$ cat src/rtl/ovl_fetch_pkg.sv
package ovl_fetch_pkg;

  // Per-window strobes passed from the control half to the datapath.
  typedef struct packed {
    logic load;  // capture a new fetch address this cycle
    logic wide;  // 4-byte pixels when set, 2-byte pixels otherwise
  } winStrobe_t;

endpackage

$ cat src/rtl/ovl_fetch_ctrl.sv
module ovl_fetch_ctrl
  import ovl_fetch_pkg::*;
#(
  parameter int NUM_WIN = 2,
  parameter int COORD_W = 12,
  parameter int IDX_W   = 1
) (
  input  logic                              clk,
  input  logic                              rstN,
  input  logic                              rasterValid,
  input  logic [COORD_W-1:0]                rasterX,
  input  logic [COORD_W-1:0]                rasterY,
  input  logic [NUM_WIN-1:0]                winEnable,
  input  logic [NUM_WIN-1:0]                winWide,
  input  logic [NUM_WIN-1:0][COORD_W-1:0]   winHeight,
  input  logic [NUM_WIN-1:0][COORD_W-1:0]   winSrcY,
  input  logic [NUM_WIN-1:0][COORD_W-1:0]   winPosX,
  input  logic [NUM_WIN-1:0][COORD_W-1:0]   winPosY,
  input  logic [NUM_WIN-1:0][COORD_W-1:0]   winSizeW,
  input  logic [NUM_WIN-1:0][COORD_W-1:0]   winSizeH,
  output winStrobe_t [NUM_WIN-1:0]          strobe,
  output logic [NUM_WIN-1:0]                winHit,
  output logic                              frontValid,
  output logic [IDX_W-1:0]                  frontWin
);

  localparam int EXT_W = COORD_W + 1;

  logic [NUM_WIN-1:0] hitNext;
  logic [IDX_W-1:0]   frontNext;

  for (genvar w = 0; w < NUM_WIN; w++) begin : g_win
    logic [EXT_W-1:0]   sumX, sumY, cornerX, cornerY, srcLine;
    logic [COORD_W-1:0] lineRel;
    logic               inX, inY, lineOk;

    // Inclusive far corner; a zero sum stays at zero instead of wrapping.
    assign sumX    = {1'b0, winPosX[w]} + {1'b0, winSizeW[w]};
    assign sumY    = {1'b0, winPosY[w]} + {1'b0, winSizeH[w]};
    assign cornerX = (sumX == '0) ? '0 : sumX - EXT_W'(1);
    assign cornerY = (sumY == '0) ? '0 : sumY - EXT_W'(1);

    assign inX = ({1'b0, rasterX} >= {1'b0, winPosX[w]}) && ({1'b0, rasterX} <= cornerX);
    assign inY = ({1'b0, rasterY} >= {1'b0, winPosY[w]}) && ({1'b0, rasterY} <= cornerY);

    // Buffer line that would be read; it must lie inside the buffer.
    assign lineRel = rasterY - winPosY[w];
    assign srcLine = {1'b0, winSrcY[w]} + {1'b0, lineRel};
    assign lineOk  = srcLine < {1'b0, winHeight[w]};

    assign hitNext[w]     = rasterValid & winEnable[w] & inX & inY & lineOk;
    assign strobe[w].load = hitNext[w];
    assign strobe[w].wide = winWide[w];
  end

  // Higher index is stacked in front, so it overrides lower ones.
  always_comb begin
    frontNext = '0;
    for (int i = 0; i < NUM_WIN; i++) begin
      if (hitNext[i]) frontNext = IDX_W'(i);
    end
  end

  always_ff @(posedge clk or negedge rstN) begin
    if (!rstN) begin
      winHit     <= '0;
      frontValid <= 1'b0;
      frontWin   <= '0;
    end else begin
      winHit     <= hitNext;
      frontValid <= |hitNext;
      frontWin   <= frontNext;
    end
  end

endmodule

$ cat src/rtl/ovl_fetch_dp.sv
module ovl_fetch_dp
  import ovl_fetch_pkg::*;
#(
  parameter int NUM_WIN        = 2,
  parameter int COORD_W        = 12,
  parameter int PITCH_W        = 16,
  parameter int ADDR_W         = 32,
  parameter int MIN_BURST_LINE = 128
) (
  input  logic                              clk,
  input  logic                              rstN,
  input  winStrobe_t [NUM_WIN-1:0]          strobe,
  input  logic [COORD_W-1:0]                rasterX,
  input  logic [COORD_W-1:0]                rasterY,
  input  logic [NUM_WIN-1:0][ADDR_W-1:0]    winBase,
  input  logic [NUM_WIN-1:0][PITCH_W-1:0]   winPitch,
  input  logic [NUM_WIN-1:0][COORD_W-1:0]   winSrcX,
  input  logic [NUM_WIN-1:0][COORD_W-1:0]   winSrcY,
  input  logic [NUM_WIN-1:0][COORD_W-1:0]   winPosX,
  input  logic [NUM_WIN-1:0][COORD_W-1:0]   winPosY,
  output logic [NUM_WIN-1:0][ADDR_W-1:0]    winAddr,
  output logic [NUM_WIN-1:0]                winBurst16
);

  localparam int EXT_W = COORD_W + 1;
  localparam int PIX_W = EXT_W + PITCH_W + 1;
  localparam int OFF_W = PIX_W + 2;

  for (genvar w = 0; w < NUM_WIN; w++) begin : g_win
    logic [PITCH_W-1:0] stride;
    logic [COORD_W-1:0] lineRel, colRel;
    logic [EXT_W-1:0]   lineIdx, colIdx;
    logic [PIX_W-1:0]   pixIdx;
    logic [OFF_W-1:0]   byteOff;
    logic [ADDR_W-1:0]  addrNext;
    logic               burstNext;

    // Padded line in pixels: pitch in bytes over bytes per pixel.
    assign stride  = strobe[w].wide ? (winPitch[w] >> 2) : (winPitch[w] >> 1);

    assign lineRel = rasterY - winPosY[w];
    assign colRel  = rasterX - winPosX[w];
    assign lineIdx = {1'b0, winSrcY[w]} + {1'b0, lineRel};
    assign colIdx  = {1'b0, winSrcX[w]} + {1'b0, colRel};

    assign pixIdx   = PIX_W'(lineIdx) * PIX_W'(stride) + PIX_W'(colIdx);
    assign byteOff  = strobe[w].wide ? {pixIdx, 2'b00} : {1'b0, pixIdx, 1'b0};
    assign addrNext = winBase[w] + ADDR_W'(byteOff);

    assign burstNext = stride >= PITCH_W'(MIN_BURST_LINE);

    always_ff @(posedge clk or negedge rstN) begin
      if (!rstN) begin
        winAddr[w]    <= '0;
        winBurst16[w] <= 1'b0;
      end else begin
        winBurst16[w] <= burstNext;
        if (strobe[w].load) winAddr[w] <= addrNext;
      end
    end
  end

endmodule

$ cat src/rtl/ovl_fetch_gen.sv
module ovl_fetch_gen
  import ovl_fetch_pkg::*;
#(
  parameter int NUM_WIN        = 2,
  parameter int COORD_W        = 12,
  parameter int PITCH_W        = 16,
  parameter int ADDR_W         = 32,
  parameter int MIN_BURST_LINE = 128,
  localparam int IDX_W         = (NUM_WIN > 1) ? $clog2(NUM_WIN) : 1
) (
  input  logic                              clk,
  input  logic                              rstN,
  input  logic                              rasterValid,
  input  logic [COORD_W-1:0]                rasterX,
  input  logic [COORD_W-1:0]                rasterY,
  input  logic [NUM_WIN-1:0]                winEnable,
  input  logic [NUM_WIN-1:0]                winWide,
  input  logic [NUM_WIN-1:0][ADDR_W-1:0]    winBase,
  input  logic [NUM_WIN-1:0][PITCH_W-1:0]   winPitch,
  input  logic [NUM_WIN-1:0][COORD_W-1:0]   winHeight,
  input  logic [NUM_WIN-1:0][COORD_W-1:0]   winSrcX,
  input  logic [NUM_WIN-1:0][COORD_W-1:0]   winSrcY,
  input  logic [NUM_WIN-1:0][COORD_W-1:0]   winPosX,
  input  logic [NUM_WIN-1:0][COORD_W-1:0]   winPosY,
  input  logic [NUM_WIN-1:0][COORD_W-1:0]   winSizeW,
  input  logic [NUM_WIN-1:0][COORD_W-1:0]   winSizeH,
  output logic [NUM_WIN-1:0]                winHit,
  output logic [NUM_WIN-1:0][ADDR_W-1:0]    winAddr,
  output logic [NUM_WIN-1:0]                winBurst16,
  output logic                              frontValid,
  output logic [IDX_W-1:0]                  frontWin
);

  winStrobe_t [NUM_WIN-1:0] strobe;

  ovl_fetch_ctrl #(
    .NUM_WIN(NUM_WIN), .COORD_W(COORD_W), .IDX_W(IDX_W)
  ) u_ctrl (
    .clk(clk), .rstN(rstN), .rasterValid(rasterValid),
    .rasterX(rasterX), .rasterY(rasterY),
    .winEnable(winEnable), .winWide(winWide), .winHeight(winHeight),
    .winSrcY(winSrcY), .winPosX(winPosX), .winPosY(winPosY),
    .winSizeW(winSizeW), .winSizeH(winSizeH),
    .strobe(strobe), .winHit(winHit),
    .frontValid(frontValid), .frontWin(frontWin)
  );

  ovl_fetch_dp #(
    .NUM_WIN(NUM_WIN), .COORD_W(COORD_W), .PITCH_W(PITCH_W),
    .ADDR_W(ADDR_W), .MIN_BURST_LINE(MIN_BURST_LINE)
  ) u_dp (
    .clk(clk), .rstN(rstN), .strobe(strobe),
    .rasterX(rasterX), .rasterY(rasterY),
    .winBase(winBase), .winPitch(winPitch),
    .winSrcX(winSrcX), .winSrcY(winSrcY),
    .winPosX(winPosX), .winPosY(winPosY),
    .winAddr(winAddr), .winBurst16(winBurst16)
  );

endmodule

$ cat config.mk
export PLATFORM = sky130hd
export DESIGN_NAME = ovl_fetch_gen
export DESIGN_NICKNAME = d
export VERILOG_FILES = /design/src/rtl/ovl_fetch_pkg.sv /design/src/rtl/ovl_fetch_ctrl.sv /design/src/rtl/ovl_fetch_dp.sv /design/src/rtl/ovl_fetch_gen.sv
export SDC_FILE = /design/constraint.sdc
export NUM_CORES = 2
export LEC_CHECK = 0
export ABC_AREA = 1
export CAP_MARGIN = 20
export CORE_ASPECT_RATIO = 0.8
export CORE_UTILIZATION = 58
export DETAILED_ROUTE_END_ITERATION = 8
export DONT_BUFFER_PORTS = 1
export PLACE_DENSITY = 0.77
export SYNTH_ARGS = -nofsm -noshare
export SYNTH_HDL_FRONTEND = slang
export SYNTH_SLANG_ARGS = --single-unit
$ cat constraint.sdc
create_clock -name clk -period 0.8 [get_ports clk]
set_clock_uncertainty 0.2 [all_clocks]
set_input_delay 0.08 -clock clk [delete_from_list [all_inputs] [get_ports clk]]
set_output_delay 0.08 -clock clk [all_outputs]
set_load 0.01 [all_outputs]
# Word level (Yosys, flattened, before mapping)
# Cells that the tools add are included.
[totals]
ff_bits = 70
input_bits = 295
out_inout_bits = 70
elab_cells = 67
[op_classes]
n_addsub = 20
mul = 2
n_lt_le_gt_ge = 12
muxes = 9
bitwise_logic = 8
n_reduce_logical = 9
[ops]
columns = ["op", "count"]
rows = [
  ["adder 12 x 12 -> 13 bit", 8],
  ["adder 32 bit", 2],
  ["two-way mux 32 bit", 2],
  ["adder 29 x 13 -> 30 bit", 2],
  ["multiplier 13 x 16 -> 29 bit", 2],
  ["<= comparator 12 x 13 -> 1 bit", 4],
  ["zero test 13 bit", 4],
  ["two-way mux 13 bit", 4],
  ["subtractor 13 x 1 -> 13 bit, second input constant", 4],
  ["greater-or-equal comparator 12 bit", 4],
  ["subtractor 12 bit", 4],
  ["greater-or-equal comparator 16 x 8 -> 1 bit, second input constant", 2],
  ["two-way mux 15 bit", 2],
  ["less-than comparator 13 x 12 -> 1 bit", 2],
  ["AND 1 bit", 8],
  ["logical AND 1 bit", 4],
  ["OR reduction 2 bit", 1],
  ["two-way mux 1 bit", 1],
]

# Logic depth before layout (Yosys ltp)
[depth]
ltp_word = 9
mapped_depth = 61
mapped_depth_nobuf = 60

# Cells and area by module
# From an unflattened synthesis, not the netlist that was laid out.
[unflattened]
cells_unflattened = 5497
area_unflattened_um2 = 35342.6
[by_module_without_submodules]
columns = ["mod", "instances", "cells_per_inst", "area_each_um2", "seq_area_each_um2"]
rows = [
  ["ovl_fetch_dp", 1, 4048, 26711.9, 1651.6],
  ["ovl_fetch_ctrl", 1, 1449, 8630.8, 75.1],
]

# Worst setup path before layout
# Ideal clock, no wire load.
[synth_path]
path_type = "input port to flip-flop"
startpoint = "input port rasterY[0]"
endpoint = "register u_dp.winAddr[59] (netlist name)"
arrival_time_ns = 8.550
t_required_ns = 0.534
setup_slack_ns = -8.015
path_stages = 52
path_cell_list = "inv_1 ha_1 inv_1 fa_1 nand3_1 nand2_1 a31oi_1 xnor2_1 ha_1 a21oi_1 o21ai_0 a21oi_1 or2_2 nand2_1 a21o_1 or2_2 nand2_1 inv_1 [16 not listed] a21oi_1 nand3_1 a21o_1 or2_2 nand3_1 nand2_1 ha_1 nand2_1 nor2_1 inv_1 nor2_1 inv_1 or2_2 nand3_1 nand2_1 nand2_1 nand4_1 nand2_1"
[synth_via]
elab_chain_len = 6
elab_cells_between_ends = 12
cone_classes = "add/sub: 4; mul: 1; order compare: 3; mux: 1; bitwise: 2; reduce/logical: 1"
[synth_rtl]
columns = ["element", "line_no", "source"]
rows = [
  ["start, declared", "ovl_fetch_gen.sv:15", "input logic [COORD_W-1:0] rasterY,"],
  ["subtractor 12 bit", "ovl_fetch_ctrl.sv:47, ovl_fetch_dp.sv:41", ""],
  ["adder 12 x 12 -> 13 bit", "ovl_fetch_ctrl.sv:48, ovl_fetch_dp.sv:43", ""],
  ["multiplier 13 x 16 -> 29 bit", "ovl_fetch_dp.sv:46", "assign pixIdx = PIX_W'(lineIdx) * PIX_W'(stride) + PIX_W'(colIdx);"],
  ["adder 29 x 13 -> 30 bit", "ovl_fetch_dp.sv:46", ""],
  ["two-way mux 32 bit", "ovl_fetch_dp.sv:47", "assign byteOff = strobe[w].wide ? {pixIdx, 2'b00} : {1'b0, pixIdx, 1'b0};"],
  ["adder 32 bit", "ovl_fetch_dp.sv:48", "assign addrNext = winBase[w] + ADDR_W'(byteOff);"],
  ["end signal, assigned by index", "ovl_fetch_dp.sv:58", "if (strobe[w].load) winAddr[w] <= addrNext;"],
  ["end, declared", "ovl_fetch_dp.sv:21", "output logic [NUM_WIN-1:0][ADDR_W-1:0] winAddr,"],
]
# Parallel ways exist; a longest one is shown, timed or not.
# A chain may end at the register's enable or synchronous reset.

# Worst setup path in the final report
[layout_path]
startpoint = "input port rasterY[0]"
endpoint = "register u_dp.winAddr[22] (netlist name)"
# The elaborated chain is that of the path after synthesis.

==> reports/results.tsv <==
stage	metric	value	unit
status	outcome	complete, but fails checks	
status	failing checks	DRC, hold timing, setup timing	
worst_setup_path	CP bufs+invs	11	
synth	Mapped Nets	5822	
grt	initial antenna violation count	13	
synth	post-synth top area cell	fa_1	
timing	Min Hold Slack	-808	ps
routing	Vias per Instance	6.22	
floorplan	core area	0.0537	mm^2
grt	grt ovf	0	
finish	final layout net count	6863	
synth	xor/xnor share of the synthesized area	0.0395	
timing	Rel. slew slack	0.565	
routing	total number of vias	40200	
finish	share of post-route cells with drive strength above 1	0.367	
finish	multi-input logic area	0.0316	mm^2
floorplan	die footprint	0.0553	mm^2
synth	Compound-Gate Fraction of Synth Area	0.0850	
grt	vias in the first global route	37500	
floorplan	DIE HEIGHT	210	um
placed_design	post-DP HPWL	97300	um
synth	Post-Synth Adder-Cell Area	0.402	
clocking	H-tree Lvls	3	
timing	Final Max Slew Viols	0	
routing	post-route ant nets	0	
floorplan	die extent in x	263	um
worst_setup_path	CP max FO	6	
placed_design	gpl congestion	1.03	
placed_design	Buffers on Ports	0	
timing	TNS Setup	-497580	ps
worst_setup_path	Top Family by Delay on Critical Path	adder cells	
synth	ys flop type	dfrtp_1	
clocking	Inserted Clock Buffers	9	
worst_setup_path	CP Capture Type	flop	
worst_setup_path	CP max stage cell	fa_1	
synth	FF+latch count, synth	69	
grt	GRT Overall Usage	0.450	
synth	Synth top area share	0.217	
synth	register area share after synthesis	0.0548	
synth	Distinct cells, synth	49	
timing	setup violators final	139	
clocking	clk sink count	69	
hold_path	min-delay worst type	input port to asynchronous set/reset pin	
routing	final WL	151000	um
timing	RSZ-0062 raised after global routing	true	
timing	period utilization	11.7	
synth	ys async rst share	1.00	
worst_setup_path	kind of critical path	input port to flop	
floorplan	IO Count	365	
worst_setup_path	Worst path max stage delay	640	ps
synth	top cells by area, synth	fa_1 22%, ha_1 18%, nand2_1 16%	
routing	WL per Instance	23.4	um
timing	Least-Margin Pin Slew	646	ps
finish	Core Util, Final	0.882	
worst_setup_path	CP Data Required Time	920	ps
clocking	clock tree buffer depth	2	
clocking	Skew-Pair Late Insertion Delay	370	ps
synth	Synth warnings	0	
grt	global-route wire length before repair	197000	um
synth	EDFF count, synth	0	
clocking	CTS tree	yes	
synth	Post-Syn Area	0.0315	mm^2
flow_run	maxcap violations	0	
routing	DR iter-0 viols	5273	
clocking	CTS hold repair buffers	2	
timing	final worst setup slack	-8530	ps
finish	# fillers	2670	
synth	Mean Syn Cell Area	6.67	um^2
routing	Post-route DRC	36	
timing	Final Hold Fails	77	
synth	simple-gate share of the synthesized area	0.296	
finish	Layout area overhead	50.4	%
clocking	Worst-path clk slew	80	ps
timing	post-layout minimum cycle time	9330	ps
worst_setup_path	Critical Path Start Type	input port	
worst_setup_path	most used cell, CP	nand2_1	
finish	FF+latch area	0.00173	mm^2
grt	largest net degree at the start of global routing	70	
timing	FMAX	0.107	GHz
worst_setup_path	Worst EP arrival	9450	ps
clocking	clock root buffer	clkbuf_16	
placed_design	placed instance count	6309	
floorplan	Initial Util	0.586	
finish	Final Non-Filler Cells	6474	
synth	main combinational cell family by area after synthesis	adder cells	
synth	mux cell area share after synthesis	0.00127	
routing	DRT Pass-1 Iters	9	
floorplan	Rows	76	
synth	post-synthesis cell count	4721	
[Yosys cell counts (2+ instances only)]
| master | count |
|---|---|
| nand2_1 | 1331 |
| inv_1 | 907 |
| ha_1 | 464 |
| nor2_1 | 367 |
| fa_1 | 342 |
| nand3_1 | 237 |
| a21oi_1 | 230 |
| o21ai_0 | 147 |
| nand4_1 | 120 |
| xor2_1 | 101 |
| dfrtp_1 | 69 |
| clkbuf_1 | 55 |
| or2_2 | 45 |
| nor3_1 | 40 |
| xnor2_1 | 38 |
| o21bai_1 | 30 |
| a21o_1 | 23 |
| a31oi_1 | 22 |
| buf_2 | 21 |
| nand2_2 | 21 |
| nand3b_1 | 17 |
| nor4_1 | 11 |
| o211ai_1 | 8 |
| and2_1 | 6 |
| o21ai_1 | 6 |
| and3_1 | 5 |
| buf_1 | 5 |
| buf_6 | 5 |
| clkinv_1 | 5 |
| o2111ai_1 | 5 |
| o21a_1 | 5 |
| inv_2 | 4 |
| mux2i_1 | 4 |
| a211oi_1 | 3 |
| nor2_2 | 3 |
| nor2_4 | 3 |
| o31ai_1 | 3 |
| nand3_4 | 2 |
[cell usage in the layout, fill, tap and decap left out, types with 61 or more instances in the layout]
cell,n
nand2_1,1114
buf_4,942
inv_1,815
ha_1,338
fa_1,317
nor2_1,276
nand2_2,173
nand3_1,173
buf_6,148
a21oi_1,122
nand4_1,120
ha_4,119
inv_2,77
a21oi_2,71
dfrtp_1,65
nand2_4,63
nor2_4,63
xor2_1,61
[per-layer routing]
layer  wire, um  GRT usage  vias up  share of wire
li1           -          -    16900              -
met1      50300      0.545    18500           0.33
met2      63600      0.730     3344           0.42
met3      21500      0.134     1431           0.14
met4      15500      0.222       16           0.10
met5        266          0        -         0.0018
[sequential cells by signal, summed over array words and instances, names as in the netlist]
register / cells
u_ctrl.frontValid: 1
u_dp.winAddr: 64
u_ctrl.frontWin: 1
u_dp.winBurst16: 2
u_ctrl.winHit: 1
[through the flow]
stage                     worst slack, ps  instance area [um^2]
final                               -8530                 47400
after global routing                -8640                 47400
after CTS                           -7600                 44600
after detailed placement            -8310                 40900
after global placement              -8180                 40900
after floorplan                     -7660                 33100
[path summary, 6_finish.rpt]
check	cells after the start	slack, ps	endpoint	startpoint
worst max-delay path	44	-8530	u_dp.winAddr[22]	rasterY[0]
worst min-delay path	0	-810	u_dp.winAddr[13]	rstN
min in group clk	3	-150	u_dp.winAddr[1]	winBase[1]
worst min register to register	2	280	u_dp.winAddr[38]	u_dp.winAddr[38]
max in group asynchronous	0	1040	u_dp.winAddr[54]	rstN
worst max register to register	2	-260	u_dp.winAddr[63]	u_dp.winAddr[63]
[cells by family (layout without fill, tap and decap cells)]
logic type / Yosys count / after routing
other cells: 0 / 5
simple gates: 2212 / 2212
mux: 4 / 4
compound gates: 486 / 486
buf+inv: 1004 / 2050
xor+xnor: 140 / 140
flops: 69 / 69
fa+ha+maj: 806 / 806
[cell type report]
class,count,share of cell area
diodes,5,0.000264
clock buffers,9,0.00475
clock inverters,7,0.00151
inverters,916,0.0746
multi-input cells,3648,0.667
flip-flops and latches,69,0.0366
well taps,702,0.0185
repair buffers,1118,0.197
[repair_timing]
action	in CTS	in global routing
endpoints found under the setup margin	139	139
cloned	4	0
buffers inserted	84	62
pin swaps	369	424
gates resized for setup	575	503
hold endpoints to repair	80	75
Power is not shown: default switching activity piles up to over one toggle a cycle in this logic, so the estimate is an artifact.
